File: config.mk
export PLATFORM = sky130hd
export DESIGN_NAME = uart_fifo_irq
export DESIGN_NICKNAME = d
export VERILOG_FILES = /design/src/rtl/uart_fifo_pkg.sv /design/src/rtl/uart_byte_fifo.sv /design/src/rtl/uart_rx_timeout.sv /design/src/rtl/uart_fifo_irq.sv
export SDC_FILE = /design/constraint.sdc
export NUM_CORES = 1
export LEC_CHECK = 0
export BUFFER_PORTS_ARGS = -buffer_cell sky130_fd_sc_hd__buf_2
export CORE_MARGIN = 2
export CORE_UTILIZATION = 45
export CTS_CLUSTER_SIZE = 10
export DETAILED_ROUTE_END_ITERATION = 7
export PLACE_DENSITY_LB_ADDON = 0.1
export SLEW_MARGIN = 40
export SYNTH_ARGS = -nofsm -noshare
export SYNTH_HDL_FRONTEND = slang
export SYNTH_SLANG_ARGS = --single-unit
File: constraint.sdc
create_clock -name clk -period 11.03 [get_ports clk]
set_input_delay 0 -clock clk [delete_from_list [all_inputs] [get_ports clk]]
set_output_delay 0 -clock clk [all_outputs]
set_load 0.005 [all_outputs]
File: src/rtl/uart_fifo_pkg.sv
package uart_fifo_pkg;
  // Trigger code to byte threshold: quarter, half, three quarters, depth less one eighth
  function automatic int trig_bytes(input logic [1:0] code, input int depth);
    case (code)
      2'd0:    return depth / 4;
      2'd1:    return depth / 2;
      2'd2:    return (depth * 3) / 4;
      default: return depth - depth / 8;
    endcase
  endfunction
endpackage

File: src/rtl/uart_byte_fifo.sv
module uart_byte_fifo #(
  parameter int DEPTH = 32,
  parameter int WIDTH = 8
) (
  input  logic                         clk,
  input  logic                         rst,
  input  logic                         flush,
  input  logic                         single,
  input  logic                         push,
  input  logic [WIDTH-1:0]             wdata,
  input  logic                         pop,
  output logic [WIDTH-1:0]             rdata,
  output logic [$clog2(DEPTH+1)-1:0]   level
);
  localparam int AW = $clog2(DEPTH);
  localparam int LW = $clog2(DEPTH + 1);

  logic [WIDTH-1:0] mem [DEPTH];
  logic [AW-1:0]    wr_ptr, rd_ptr;
  logic [LW-1:0]    cap;
  logic             full, push_ok, pop_ok;

  assign cap     = single ? LW'(1) : LW'(DEPTH);
  assign full    = (level >= cap);
  assign push_ok = push & ~full & ~flush;
  assign pop_ok  = pop & (level != '0) & ~flush;

  // storage without reset so that block RAM can be inferred
  always_ff @(posedge clk) begin
    if (push_ok) mem[wr_ptr] <= wdata;
  end

  always_ff @(posedge clk) begin
    if (rst)         rdata <= '0;
    else if (pop_ok) rdata <= mem[rd_ptr];
  end

  always_ff @(posedge clk) begin
    if (rst || flush) begin
      wr_ptr <= '0;
      rd_ptr <= '0;
      level  <= '0;
    end else begin
      if (push_ok) wr_ptr <= wr_ptr + 1'b1;
      if (pop_ok)  rd_ptr <= rd_ptr + 1'b1;
      case ({push_ok, pop_ok})
        2'b10:   level <= level + 1'b1;
        2'b01:   level <= level - 1'b1;
        default: level <= level;
      endcase
    end
  end
endmodule

File: src/rtl/uart_rx_timeout.sv
module uart_rx_timeout #(
  parameter int TICKS = 4
) (
  input  logic clk,
  input  logic rst,
  input  logic restart,
  input  logic empty,
  input  logic tick,
  output logic expired
);
  localparam int CW = $clog2(TICKS + 1);

  logic [CW-1:0] cnt;

  assign expired = (cnt == CW'(TICKS));

  always_ff @(posedge clk) begin
    if (rst || restart || empty) cnt <= '0;
    else if (tick && !expired)   cnt <= cnt + 1'b1;
  end
endmodule

File: src/rtl/uart_fifo_irq.sv
module uart_fifo_irq
  import uart_fifo_pkg::*;
#(
  parameter int DEPTH     = 32,
  parameter int WIDTH     = 8,
  parameter int TMO_TICKS = 4
) (
  input  logic                       clk,
  input  logic                       rst,
  input  logic                       fifo_en,
  input  logic                       enh_en,
  input  logic                       trig_wr,
  input  logic [1:0]                 rx_trig_sel,
  input  logic [1:0]                 tx_trig_sel,
  input  logic                       tx_push,
  input  logic [WIDTH-1:0]           tx_wdata,
  input  logic                       tx_pop,
  output logic [WIDTH-1:0]           tx_rdata,
  input  logic                       rx_push,
  input  logic [WIDTH-1:0]           rx_wdata,
  input  logic                       rx_pop,
  output logic [WIDTH-1:0]           rx_rdata,
  input  logic                       char_tick,
  output logic [$clog2(DEPTH+1)-1:0] tx_level,
  output logic [$clog2(DEPTH+1)-1:0] rx_level,
  output logic                       tx_irq,
  output logic                       rx_irq,
  output logic                       rx_tmo_irq,
  output logic                       rx_overrun
);
  localparam int LW = $clog2(DEPTH + 1);

  logic          fifo_en_q, flush;
  logic [1:0]    rx_code_q, tx_code_q;
  logic [LW-1:0] cap, rx_thr, tx_thr, tx_free;
  logic          rx_full, rx_restart, tmo_expired;

  assign flush = fifo_en ^ fifo_en_q;
  assign cap   = fifo_en ? LW'(DEPTH) : LW'(1);

  always_ff @(posedge clk) begin
    if (rst) begin
      fifo_en_q <= 1'b0;
      rx_code_q <= 2'd0;
      tx_code_q <= 2'd1;
    end else begin
      fifo_en_q <= fifo_en;
      if (trig_wr) begin
        rx_code_q <= rx_trig_sel;
        tx_code_q <= tx_trig_sel;
      end
    end
  end

  uart_byte_fifo #(.DEPTH(DEPTH), .WIDTH(WIDTH)) u_tx_fifo (
    .clk(clk), .rst(rst), .flush(flush), .single(~fifo_en),
    .push(tx_push), .wdata(tx_wdata), .pop(tx_pop),
    .rdata(tx_rdata), .level(tx_level)
  );

  uart_byte_fifo #(.DEPTH(DEPTH), .WIDTH(WIDTH)) u_rx_fifo (
    .clk(clk), .rst(rst), .flush(flush), .single(~fifo_en),
    .push(rx_push), .wdata(rx_wdata), .pop(rx_pop),
    .rdata(rx_rdata), .level(rx_level)
  );

  assign rx_full    = (rx_level >= cap);
  assign rx_restart = (rx_push & ~rx_full) | (rx_pop & (rx_level != '0));

  uart_rx_timeout #(.TICKS(TMO_TICKS)) u_rx_tmo (
    .clk(clk), .rst(rst), .restart(rx_restart),
    .empty(rx_level == '0), .tick(char_tick), .expired(tmo_expired)
  );

  assign rx_thr  = fifo_en ? LW'(trig_bytes(rx_code_q, DEPTH)) : LW'(1);
  assign tx_thr  = !fifo_en ? LW'(1)
                 : (enh_en ? LW'(trig_bytes(tx_code_q, DEPTH)) : LW'(DEPTH / 2));
  assign tx_free = cap - tx_level;

  always_ff @(posedge clk) begin
    if (rst) begin
      tx_irq     <= 1'b1;
      rx_irq     <= 1'b0;
      rx_tmo_irq <= 1'b0;
    end else if (flush) begin
      tx_irq     <= 1'b1;
      rx_irq     <= 1'b0;
      rx_tmo_irq <= 1'b0;
    end else begin
      tx_irq     <= (tx_free >= tx_thr);
      rx_irq     <= (rx_level >= rx_thr);
      rx_tmo_irq <= tmo_expired && (rx_level != '0) && (rx_level < rx_thr);
    end
  end

  always_ff @(posedge clk) begin
    if (rst)                             rx_overrun <= 1'b0;
    else if (rx_push && rx_full && !flush) rx_overrun <= 1'b1;
    else if (rx_pop)                     rx_overrun <= 1'b0;
  end
endmodule

==> impl_metrics.ini <==
[layout]
layout.cell_area.non_filler_mm2 = 0.0262
mostFrequentLayoutCells = sky130_fd_sc_hd__edfxtp_1 (512), sky130_fd_sc_hd__nor2_1 (106), sky130_fd_sc_hd__mux4_2 (105), sky130_fd_sc_hd__clkbuf_16 (71), sky130_fd_sc_hd__buf_2 (61)
antenna_cells = 0
area_growth_syn_to_layout_pct = 14.4
layout_commonest_cell = sky130_fd_sc_hd__edfxtp_1
layout-drive-gt1-share_pct = 19.4
nets = 1467

[detailed_routing]
drtIter0Drc = 776
drtPass1Iterations = 5
post_drt_via_cell_ratio = 5.57
routed_wirelength_um = 50900
detailroute.via_count = 11800
drcViolationCount = 0
detail-route-antenna-nets = 0
wl_per_cell_um = 24.0

[grt]
globalRouteOverflowTotal = 0
globalRouteMet3Util_pct = 3.57
grt_pass1_wl_um = 77500
grt_max_degree = 48
globalRouteTotalUtil_pct = 19.8
grt_pass1_vias = 12500
busiest_layer = met2
gr-usage-met2_pct = 33.4
groute.layer.met1.usage_pct = 25.5
number_of_antenna_violations_at_the_first_check_in_global_routing = 0

[placement]
detailedPlacementHpwl_um = 30600
area_of_placed_instances_mm2 = 0.0239
dp_worst_setup_slack_ns = 7.15
buffer_ports.inserted = 61
gp_congestion = 0.777

[clock_tree]
tritoncts_clock_tree = done
root_buffer = sky130_fd_sc_hd__clkbuf_16
cts_buffers = 67
cts.htree.levels = 3
clk_latency_ns = 0.59
tritoncts_num_sinks = 572
number_of_resized_instances_in_the_post_cts_repair_step = 0
cts.reportedPaths.clkPinSlew_ns = 0.06
largest_buffer_count_on_any_clock_path = 3

[hold_path]
timing.hold.worst.start = rx_wdata[4]
hold_path.class = input port to flip-flop
worst_hold_path_cells = 1
hold-path-endpoint = u_rx_fifo.mem[19][4]

[synth]
mappedNetlistNets = 1355
avgSynthCellArea_um2 = 17.7
postSynth.asyncResetShare_pct = 0
synth_seq_area_share_pct = 72.4
synth_edf_count = 512
synth_warnings = 0
gate_count_post_synth = 1292
netlist-cell-type-count = 61
synth_seq_cells = 572
synth-main-ff-cell = sky130_fd_sc_hd__edfxtp_1
netlist_area_mm2 = 0.0229

[timing]
timing.fmax_mhz = 258
timing_hold_violations_final = 0
rsz0062_at_grt = no
fin_tns_setup_ns = 0
clock-skew-final_ns = 0.0171
slew_headroom_pct = 41.3
final.min_clock_period_ns = 3.88
fin_ws_ns = 7.15
finalSetupViolations = 0
timing_max_transition_violations_final = 0
layout_worst_path_cycle_share_pct = 35.2
max_slew.worst_pin.slew_ns = 0.858

[power]
p_leak_nw = 8.32
worst_ir_drop_vdd_mv = 0.126
power.density_mw_per_mm2 = 171

[floorplan]
die_w_um = 230
core.rowCount = 82
pin_count = 62
die_y_um = 230
die_area_mm2 = 0.0527
start_util_pct = 45.6
coreArea_mm2 = 0.0502

[critical_path]
maximum_fanout_encountered_on_the_critical_timing_path = 13
critPathArrivalTime_ns = 4.33
cp-start-kind = flip-flop
worst-setup-path-type = flip-flop to flip-flop
r2r.worst_path.cells = 14
cp-end-kind = flip-flop
startpoint_of_the_lowest_slack_register_to_register_path = u_rx_fifo.level[0]
r2r_slack_ns = 7.15
worstPathRequired_ns = 11.48
reg2reg_to = u_rx_fifo.level[4]

[flow_run]
max_cap_violations = 0

[outcome]
outcome = complete, no violations
## stage by stage
stage | utilization, % | hold slack [ns] | total power [W] | cells
floorplan | - | 0.0989 | 0.00246 | 1292
global placement | 47.5 | 0.233 | 0.00252 | 1971
detailed placement | 47.6 | 0.243 | 0.00252 | 1971
CTS | 52.2 | 0.000586 | 0.00453 | 2123
global route | 52.2 | 0.0150 | 0.00463 | 2123
finish | 52.2 | 0.00601 | 0.00448 | 2123
## worst max path at each step
stage	slack [ns]	end	startpoint
after floorplan	7.47	u_rx_fifo.level[4]	u_rx_fifo.level[0]
after global placement	7.21	u_rx_fifo.level[4]	u_rx_fifo.level[0]
after detailed placement	7.15	u_rx_fifo.level[4]	u_rx_fifo.level[0]
after CTS	7.14	u_rx_fifo.level[4]	u_rx_fifo.level[0]
after global routing	6.72	u_rx_fifo.level[4]	u_rx_fifo.level[0]
final	7.15	u_rx_fifo.level[4]	u_rx_fifo.level[0]
## what timing repair did
item / 4_1_cts / 5_1_grt
setup endpoints to repair: 0 / 0
hold buffers: 36 / 0
hold endpoints to repair: 279 / 0
buffers inserted: 0 / 0
## cells by family after synthesis
family,synth area share (%)
multiplexers,12.9
XOR/XNOR,1.19
flip-flops,72.4
adder cells (fa/ha/maj),1.84
AO/OA/AOI/OAI,4.80
buffers and inverters,1.60
AND/OR/NAND/NOR,5.30
## synth_stat cells, types with 16 or more instances
master / instances / share of area, %
sky130_fd_sc_hd__edfxtp_1: 512 / 67
sky130_fd_sc_hd__ha_1: 32 / 1.7
sky130_fd_sc_hd__nor2_1: 121 / 2.0
sky130_fd_sc_hd__dfxtp_1: 60 / 5.2
sky130_fd_sc_hd__a21oi_1: 39 / 0.85
sky130_fd_sc_hd__mux2i_1: 50 / 2.2
sky130_fd_sc_hd__xor2_1: 16 / 0.61
sky130_fd_sc_hd__inv_1: 21 / 0.34
sky130_fd_sc_hd__nand2_1: 37 / 0.61
sky130_fd_sc_hd__nand3_1: 16 / 0.35
sky130_fd_sc_hd__clkbuf_1: 40 / 0.66
sky130_fd_sc_hd__a22oi_1: 25 / 0.82
sky130_fd_sc_hd__mux4_2: 105 / 10
sky130_fd_sc_hd__nand2b_1: 16 / 0.44
## layer usage
layer	up-vias	wire length, um
met2	268	25600
met4	0	1750
met3	101	1920
met5	-	0
li1	5420	-
met1	6031	21600
## where the power goes
group          switching (W)  internal [W]
Combinational      0.0000745     0.0000375
Clock               0.000814       0.00119
Sequential        0.00000568       0.00237
## worst max-delay path: stages (launching register included)
cell                       delay, ns
sky130_fd_sc_hd__dfxtp_1        0.45
sky130_fd_sc_hd__inv_1          0.07
sky130_fd_sc_hd__ha_1           0.27
sky130_fd_sc_hd__or3b_1         0.37
sky130_fd_sc_hd__o21a_1         0.23
sky130_fd_sc_hd__nor3_1         0.50
sky130_fd_sc_hd__inv_1          0.13
sky130_fd_sc_hd__ha_1           0.36
sky130_fd_sc_hd__xor2_1         0.21
sky130_fd_sc_hd__ha_1           0.20
sky130_fd_sc_hd__a21oi_1        0.23
sky130_fd_sc_hd__o21ai_0        0.13
sky130_fd_sc_hd__a222oi_1       0.38
sky130_fd_sc_hd__or3_1          0.16
sky130_fd_sc_hd__a21oi_1        0.06
## area by class of cell
class                   instances  area, um^2
well taps                     672         841
multi-input cells             635        6000
repair buffers                107         748
clock buffers                 115        1940
inverters                      21        78.8
clock inverters                 1        8.76
fillers                      4068       24000
flip-flops and latches        572       16600
## flip-flops by register name, indices dropped and copies added, names as in the netlist
| signal | count |
|---|---|
| u_rx_fifo.mem | 256 |
| u_tx_fifo.mem | 256 |
| u_rx_fifo.rdata | 8 |
| u_tx_fifo.rdata | 8 |
| u_rx_fifo.level | 6 |
| u_tx_fifo.level | 6 |
| u_rx_fifo.rd_ptr | 5 |
| u_rx_fifo.wr_ptr | 5 |
| u_tx_fifo.rd_ptr | 5 |
| u_tx_fifo.wr_ptr | 5 |
| u_rx_tmo.cnt | 3 |
| rx_code_q | 2 |
| tx_code_q | 2 |
| fifo_en_q | 1 |
| rx_irq | 1 |
| rx_overrun | 1 |
| rx_tmo_irq | 1 |
| tx_irq | 1 |
(Power assumes the default switching activity.)
